### config.mk
export PLATFORM = sky130hd
export DESIGN_NAME = alu8
export DESIGN_NICKNAME = d
export VERILOG_FILES = /design/src/rtl/alu8_pkg.sv /design/src/rtl/alu8_decode.sv /design/src/rtl/alu8_bitwise.sv /design/src/rtl/alu8_addsub.sv /design/src/rtl/alu8.sv
export SDC_FILE = /design/constraint.sdc
export NUM_CORES = 1
export LEC_CHECK = 0
export BUFFER_PORTS_ARGS = -buffer_cell sky130_fd_sc_hd__buf_2
export CORE_MARGIN = 5
export CORE_UTILIZATION = 55
export DETAILED_ROUTE_END_ITERATION = 12
export PLACE_DENSITY_LB_ADDON = 0.15
export SYNTH_ARGS = -nofsm -noshare
export SYNTH_HDL_FRONTEND = slang
export SYNTH_SLANG_ARGS = --single-unit
### constraint.sdc
create_clock -name vclk -period 6.25
set_clock_uncertainty 0.2 [all_clocks]
set_input_delay 1.25 -clock vclk [all_inputs]
set_output_delay 1.25 -clock vclk [all_outputs]
set_load 0.05 [all_outputs]
### src/rtl/alu8_pkg.sv
package alu8_pkg;

    localparam int unsigned DATA_W = 8;
    localparam int unsigned CODE_W = 3;

    typedef enum logic [CODE_W-1:0] {
        OP_CLEAR = 3'b000,
        OP_AND   = 3'b001,
        OP_OR    = 3'b010,
        OP_XOR   = 3'b011,
        OP_INV   = 3'b100,
        OP_SUB   = 3'b101,
        OP_ADD   = 3'b110,
        OP_SET   = 3'b111
    } op_e;

    typedef struct packed {
        logic clear;
        logic land;
        logic lor;
        logic lxor;
        logic inv;
        logic sub;
        logic add;
        logic set;
    } lane_t;

endpackage

### src/rtl/alu8_decode.sv
module alu8_decode
    import alu8_pkg::*;
(
    input  logic [CODE_W-1:0] code_i,
    output lane_t             lane_o
);

    always_comb begin
        lane_o = '0;
        unique case (op_e'(code_i))
            OP_CLEAR: lane_o.clear = 1'b1;
            OP_AND:   lane_o.land  = 1'b1;
            OP_OR:    lane_o.lor   = 1'b1;
            OP_XOR:   lane_o.lxor  = 1'b1;
            OP_INV:   lane_o.inv   = 1'b1;
            OP_SUB:   lane_o.sub   = 1'b1;
            OP_ADD:   lane_o.add   = 1'b1;
            OP_SET:   lane_o.set   = 1'b1;
            default:  lane_o       = '0;
        endcase
    end

endmodule

### src/rtl/alu8_bitwise.sv
module alu8_bitwise #(
    parameter int unsigned WIDTH = 8
) (
    input  logic [WIDTH-1:0] a_i,
    input  logic [WIDTH-1:0] b_i,
    output logic [WIDTH-1:0] and_o,
    output logic [WIDTH-1:0] or_o,
    output logic [WIDTH-1:0] xor_o,
    output logic [WIDTH-1:0] inv_o
);

    for (genvar i = 0; i < WIDTH; i++) begin : g_bit
        assign and_o[i] = a_i[i] & b_i[i];
        assign or_o[i]  = a_i[i] | b_i[i];
        assign xor_o[i] = a_i[i] ^ b_i[i];
        assign inv_o[i] = ~a_i[i];
    end

endmodule

### src/rtl/alu8_addsub.sv
module alu8_addsub #(
    parameter int unsigned WIDTH = 8
) (
    input  logic [WIDTH-1:0] a_i,
    input  logic [WIDTH-1:0] b_i,
    input  logic             sub_i,
    output logic [WIDTH-1:0] sum_o
);

    logic [WIDTH:0]   carry;
    logic [WIDTH-1:0] b_eff;

    // Subtraction adds the inverted operand plus one; the top carry is dropped.
    assign carry[0] = sub_i;

    for (genvar i = 0; i < WIDTH; i++) begin : g_stage
        assign b_eff[i]   = b_i[i] ^ sub_i;
        assign sum_o[i]   = a_i[i] ^ b_eff[i] ^ carry[i];
        assign carry[i+1] = (a_i[i] & b_eff[i]) | (carry[i] & (a_i[i] ^ b_eff[i]));
    end

endmodule

### src/rtl/alu8.sv
module alu8
    import alu8_pkg::*;
#(
    parameter int unsigned WIDTH = DATA_W
) (
    input  logic [CODE_W-1:0] sel_i,
    input  logic [WIDTH-1:0]  a_i,
    input  logic [WIDTH-1:0]  b_i,
    output logic [WIDTH-1:0]  y_o
);

    lane_t            lane;
    logic [WIDTH-1:0] and_v;
    logic [WIDTH-1:0] or_v;
    logic [WIDTH-1:0] xor_v;
    logic [WIDTH-1:0] inv_v;
    logic [WIDTH-1:0] arith_v;

    alu8_decode u_decode (
        .code_i (sel_i),
        .lane_o (lane)
    );

    alu8_bitwise #(.WIDTH(WIDTH)) u_bitwise (
        .a_i   (a_i),
        .b_i   (b_i),
        .and_o (and_v),
        .or_o  (or_v),
        .xor_o (xor_v),
        .inv_o (inv_v)
    );

    alu8_addsub #(.WIDTH(WIDTH)) u_addsub (
        .a_i   (a_i),
        .b_i   (b_i),
        .sub_i (lane.sub),
        .sum_o (arith_v)
    );

    // One-hot AND-OR merge; the clear lane contributes nothing.
    always_comb begin
        y_o = '0;
        y_o = y_o | ({WIDTH{lane.land}}            & and_v);
        y_o = y_o | ({WIDTH{lane.lor}}             & or_v);
        y_o = y_o | ({WIDTH{lane.lxor}}            & xor_v);
        y_o = y_o | ({WIDTH{lane.inv}}             & inv_v);
        y_o = y_o | ({WIDTH{lane.sub | lane.add}}  & arith_v);
        y_o = y_o | ({WIDTH{lane.set}});
    end

endmodule

==> flow_summary.toml, run 1 <==
[outcome]
status = "completed"

[cells_and_area]
area_delta_synth_final_pct = 20.7
drive_gt1_share_pct = 28.2
clkbuf_count = 0
seq_cell_count = 0
instances_no_fill = 158
diodes = 0
final_util_pct = 70.3
regArea_um2 = 0
finish.net_count = 185

[drt]
initialDrtViolationCount = 13
postRouteWirelength_mm = 2.14
wl_per_cell_um = 13.6
dr.pass1.iters = 4
drcViolationCount = 0
vias = 908
final_antenna_net_count = 0
via_per_inst = 5.75

[synth]
synth.area.top_cells = "ha_1, fa_1, inv_1, xnor2_1, o21ai_0"
yosysWarnings = 0
yosysSeqAreaShare_pct = 0
yosys.area.top_type = "ha_1"
ys_types = 32
synth_commonest_cells = "inv_1, ha_1, nor2_1"
synth_fp_nets = 158
synth.top_cell.area_share_pct = 22.6
syn_area_per_cell_um2 = 7.58
synth_area_um2 = 887
synth_cells = 117
synthMostInstantiatedCell = "inv_1"

[placement]
dp.cells = 158
dp.final_hpwl_mm = 1.68
port_buffers = 27
gp_congestion = 0.838

[global_route]
grt_pass1_vias = 840
overflow = 0
antenna_found_initial = 0
grt_max_degree = 22
grt_pass1_wl_mm = 3.61
grt_use_total_pct = 17.0

[hold_path]
hold_class = "input pin to output port"

[flow_run]
cap_violations = 0

[worst_setup_path]
worstPathArrival_ns = 4.65
cp_max_fo = 3
worstSetupEndpointType = "output port"
startpoint_type = "input pin"
critPathKind = "input pin to output port"
cp.required_ns = 4.80

[timing]
slew_violations = 0
tightest_slew_ns = 0.350
min_period_ns = 6.10
setup_tns_ns = 0
relSlewSlack_pct = 76.6
period_share_pct = 97.6
fmax_mhz = 164
hold_viol_final = 0
finalSetupViolCount = 0
holdWs_ns = 2.85

[floorplan]
placement_rows = 14
die_area_um2 = 2520
num_io_pins = 27
die_w_um = 50.2
die_h_um = 50.2
start_util_pct = 58.2
coreArea_um2 = 1520

[power_and_ir_drop]
ir_drop_mv = 0.0567
powerDensity_nw_per_um2 = 106
leakagePower_nw = 0.556

[cts]
ctsHoldBuffers = 0
-- cell type report --
class,count,area (um2)
multi-input cells,90,798
fillers,135,453
repair buffers,31,174
inverters,21,78.8
well taps,16,20.0
-- metal layers --
layer	global-route usage, %	up-vias	wire, um	part of all wire, %
li1	-	457	-	-
met1	22.4	428	923	43
met2	31.4	23	1100	51
met3	0.888	0	118	5.5
met4	0.873	0	0	0
met5	0	-	0	0
-- report_power, final --
group / leakage [nW] / switching (W) / internal, W
combinational: 0.556 / 0.0000703 / 0.0000434
clock: 0 / 0 / 0
sequential: 0 / 0 / 0
-- timing repair --
item,4_1_cts,5_1_grt
gates resized for setup,0,8
buffers inserted,0,0
endpoints found under the setup margin,0,2
-- cell families (layout without fill, tap and decap cells) --
| group | count (synthesis) | count (layout) | share of synthesized area [%] |
|---|---|---|---|
| adders and majority gates | 25 | 25 | 39.5 |
| xor gates and xnor gates | 8 | 8 | 7.90 |
| and+or+nand+nor | 24 | 24 | 14.0 |
| muxes | 2 | 2 | 2.26 |
| AOI/OAI and AO/OA | 31 | 31 | 23.6 |
| buffers and inverters | 27 | 52 | 12.8 |
-- final timing paths --
| path | start | end | slack, ns | depth (start not counted) |
|---|---|---|---|---|
| worst max-delay path | sel_i[1] | y_o[7] | 0.15 | 16 |
| worst min-delay path | a_i[0] | y_o[0] | 2.85 | 5 |
-- layout by cell type (no fill, tap or decap), drive strengths merged --
master	n
o31a	2
xnor2	8
nor2b	1
nand2b	4
nor3	2
a311o	1
o22ai	6
maj3	3
nand2	4
o221a	1
a21oi	2
fa	6
nand3	2
buf	31
ha	16
a22oi	1
o211ai	2
o21ai	10
a31o	1
inv	21
and3	1
nor2	9
nor3b	1
a31oi	1
mux2i	2
a221oi	3
a311oi	1
-- critical path, stage by stage --
cell	delay, ns
buf_2	0.11
inv_2	0.07
nand3_2	0.11
xnor2_2	0.16
fa_1	0.41
fa_1	0.39
fa_1	0.39
fa_1	0.37
inv_1	0.07
fa_1	0.15
inv_1	0.05
fa_2	0.35
xnor2_2	0.18
nor3_1	0.07
a311o_2	0.36
buf_6	0.16
-- metrics by stage --
step	cell area (um2)	power, W	worst slack (ns)
floorplan	895	0.0000810	0.0180
global placement	1040	0.000107	0.132
detailed placement	1040	0.000109	0.0700
CTS	1040	0.000110	0.0703
global route	1070	0.000126	-0.0228
finish	1070	0.000114	0.147
Power figures use the tool's default switching activity.
==> inputs of run 2 (changes only) <==
- CORE_UTILIZATION: 55 -> 60
- clock period: 6.25 -> 7.5 ns (I/O delays scaled with it)
==> run 2 against run 1 <==
Net effect: total power decreased by 22%; utilization is 4.2 points higher; first-iteration DRC count increased by 150%.
==> flow_summary.toml, run 2 (same netlist as run 1, synthesis figures left out) <==
[cells_and_area]
finish.net_count = 181
clkbuf_count = 0
n_fill_cell = 97
diodes = 0
area_delta_synth_final_pct = 13.4
regArea_um2 = 0
drive_gt1_share_pct = 22.5
layout_common_cells = "buf_2, inv_1, ha_1"
seq_cell_count = 0
final_common_cell = "buf_2"

[global_route]
grt_pass1_wl_mm = 3.54
overflow = 0
grt_max_degree = 23
grt_pass1_vias = 811
grt_use_total_pct = 17.2
antenna_found_initial = 0

[worst_setup_path]
startpoint_type = "input pin"
worstSetupEndpointType = "output port"
worstPathArrival_ns = 5.31
crit_end = "y_o[7]"
crit_start = "sel_i[2]"
critPathKind = "input pin to output port"
cp_max_fo = 21
cp.required_ns = 5.80

[power_and_ir_drop]
powerDensity_nw_per_um2 = 88.2
ir_drop_mv = 0.0526
leakagePower_nw = 0.519

[drt]
final_antenna_net_count = 0
wl_per_cell_um = 13.6
initialDrtViolationCount = 32
postRouteWirelength_mm = 2.08
vias = 876
dr.pass1.iters = 4
via_per_inst = 5.73
drcViolationCount = 0

[floorplan]
num_io_pins = 27
die_area_um2 = 2350
placement_rows = 13
die_w_um = 48.5
start_util_pct = 65.7
die_h_um = 48.5
coreArea_um2 = 1350

[placement]
pre_cts_slack_ns = 0.495
dp.final_hpwl_mm = 1.64
gp_congestion = 0.834
port_buffers = 27

[timing]
tightest_slew_ns = 0.390
slew_violations = 0
period_share_pct = 93.5
relSlewSlack_pct = 73.9
rsz0062_at_grt = "no"
min_period_ns = 7.01
fmax_mhz = 143
setup_tns_ns = 0
finalSetupViolCount = 0
hold_viol_final = 0
worst_slack_ns = 0.489

[cts]
post-cts-setup-buffer-count = 0
cts.repair.resized = 0
ctsHoldBuffers = 0

[hold_path]
min_path_cells = 5
hold_class = "input pin to output port"

[flow_run]
cap_violations = 0

[outcome]
status = "completed"
## run 2: power by group
group	internal (W)	leakage, nW	switching (W)
registers	0	0	0
logic	0.0000317	0.519	0.0000571
clock network	0	0	0
## run 2: worst min-delay path by stage
stage                  end  startpoint  slack, ns
floorplan           y_o[0]      a_i[0]       3.23
global placement    y_o[0]      a_i[0]       3.34
detailed placement  y_o[0]      a_i[0]       3.35
CTS                 y_o[0]      a_i[0]       3.35
global route        y_o[3]    sel_i[2]       3.43
finish              y_o[0]      a_i[0]       3.36
## run 2: worst max-delay path: stages
cell and delay (ns):
buf_2 0.32, nand3_2 0.26, xnor2_1 0.22, fa_1 0.42, fa_1 0.39, fa_1 0.38
fa_1 0.36, inv_1 0.08, fa_1 0.16, inv_1 0.05, fa_1 0.37, xnor2_1 0.21
nor3_1 0.08, a311o_1 0.31, buf_2 0.21
## run 2: final cells by class
class,instances,area [um2],share of cell area [%]
inverters,21,78.8,7.84
repair buffers,27,135,13.4
multi-input cells,90,773,76.9
well taps,15,18.8,1.87
## run 2: per-layer routing
metal	up-vias	global-route usage [%]	routed length, um
met4	0	1.35	0
met2	26	30.0	1010
met1	403	24.3	936
met5	-	0	0
met3	0	0.612	127
li1	447	-	-
## run 2: metrics by stage
| step | hold slack [ns] | util (%) | cell area (um2) | power [W] | cells |
|---|---|---|---|---|---|
| after floorplan | 3.23 | - | 887 | 0.0000665 | 117 |
| after global placement | 3.34 | 74.5 | 1010 | 0.0000855 | 153 |
| after detailed placement | 3.35 | 74.5 | 1010 | 0.0000885 | 153 |
| after CTS | 3.35 | 74.5 | 1010 | 0.0000888 | 153 |
| after global routing | 3.43 | 74.5 | 1010 | 0.0000980 | 153 |
| final | 3.36 | 74.5 | 1010 | 0.0000888 | 153 |
==> inputs of run 3 (changes only) <==
- CORE_UTILIZATION: 60 -> 50
- clock period: 7.5 -> 6.2 ns (I/O delays scaled with it)
==> run 3 against run 2 <==
Net effect: via count rose by 5.0%; non-clock buffer count rose by 4; utilization fell by 12 points; flip-flop and latch count did not move; global-route usage fell by 0.30 points; die area rose by 16%; combinational power rose by 27%; critical path type unchanged.
==> flow_summary.toml, run 3 (same netlist as run 1, synthesis figures left out) <==
[worst_setup_path]
cp_max_fo = 3
cp.required_ns = 4.76
worstSetupEndpointType = "output port"
startpoint_type = "input pin"
critPathKind = "input pin to output port"
worstPathArrival_ns = 4.59

[cells_and_area]
layout_common_cells = "buf_2, inv_1, ha_1"
regArea_um2 = 0
stdcell_area_um2 = 1070
diodes = 0
instances_no_fill = 167
drive_gt1_share_pct = 28.2
multiInputGateArea_um2 = 791
seq_cell_count = 0
area_delta_synth_final_pct = 20.7
finish.net_count = 185
final_common_cell = "buf_2"
clkbuf_count = 0
n_fill_cell = 163

[timing]
period_share_pct = 97.3
rsz0062_at_grt = "yes"
min_period_ns = 6.03
hold_viol_final = 0
fmax_mhz = 166
holdWs_ns = 2.83
tightest_slew_ns = 0.395
finalSetupViolCount = 0
slew_violations = 0
relSlewSlack_pct = 73.6

[floorplan]
start_util_pct = 51.9
placement_rows = 15
die_h_um = 52.1
num_io_pins = 27
die_area_um2 = 2720
coreArea_um2 = 1710
die_w_um = 52.1

[global_route]
grt_pass1_vias = 831
overflow = 0
grt_pass1_wl_mm = 3.66
grt_max_degree = 22
antenna_found_initial = 0
grt_use_total_pct = 16.9

[drt]
vias = 920
postRouteWirelength_mm = 2.09
final_antenna_net_count = 0
dr.pass1.iters = 4
wl_per_cell_um = 12.5
initialDrtViolationCount = 8
drcViolationCount = 0
via_per_inst = 5.51

[placement]
dp.cells = 167
dp.final_hpwl_mm = 1.69
gp_congestion = 0.801
port_buffers = 27
dpl_cell_area_um2 = 1060

[outcome]
status = "completed"

[hold_path]
hold_class = "input pin to output port"
min_path_cells = 5

[flow_run]
cap_violations = 0

[power_and_ir_drop]
leakagePower_nw = 0.548
powerDensity_nw_per_um2 = 106
ir_drop_mv = 0.0593
p_total_w = 0.000113

[cts]
post-cts-setup-buffer-count = 0
[run 3: changes by cell type in the layout (fill, tap and decap cells not counted), sizes merged]
cell,change
buf,+4
[run 3: what timing repair did]
action | 4_1_cts | 5_1_grt
resized for setup | 0 | 6
hold endpoints to repair | 0 | 0
setup endpoints to repair | 0 | 2
hold buffers | 0 | 0
[run 3: cell type report]
type / instances / area share (%)
repair buffers: 31 / 15.9
inverters: 21 / 7.36
well taps: 25 / 2.92
multi-input cells: 90 / 73.8
[run 3: critical path, cell delays in order]
cell	delay, ns
buf_2	0.11
inv_2	0.07
nand3_2	0.10
xnor2_1	0.15
fa_1	0.41
fa_1	0.39
fa_1	0.38
fa_1	0.36
inv_1	0.07
fa_1	0.15
inv_1	0.05
fa_2	0.51
o21ai_0	0.08
a31oi_1	0.20
a31o_2	0.13
buf_4	0.19
[run 3: stage by stage]
step	util, %	worst slack, ns	setup TNS, ns
after floorplan	-	0.0319	0
after global placement	61.8	0.140	0
after detailed placement	61.8	0.0884	0
after CTS	61.8	0.0940	0
after global routing	62.7	-0.0300	-0.0300
final	62.7	0.166	0
[run 3: per-layer routing]
| metal | share of wire (%) | track usage [%] | up-vias | routed length [um] |
|---|---|---|---|---|
| li1 | - | - | 455 | - |
| met1 | 47 | 23.3 | 444 | 977 |
| met2 | 49 | 30.8 | 21 | 1010 |
| met3 | 4.5 | 0.573 | 0 | 93 |
| met4 | 0 | 0 | 0 | 0 |
| met5 | 0 | 0 | - | 0 |
[run 3: report_power, final]
group | leakage [nW] | internal (W) | total [W] | switching [W]
registers | 0 | 0 | 0 | 0
clock network | 0 | 0 | 0 | 0
logic | 0.548 | 0.0000432 | 0.000113 | 0.0000701
[run 3: path summary, 6_finish.rpt]
path              startpoint      to  slack [ns]
setup / recovery    sel_i[1]  y_o[6]        0.17
hold / removal        a_i[0]  y_o[0]        2.83
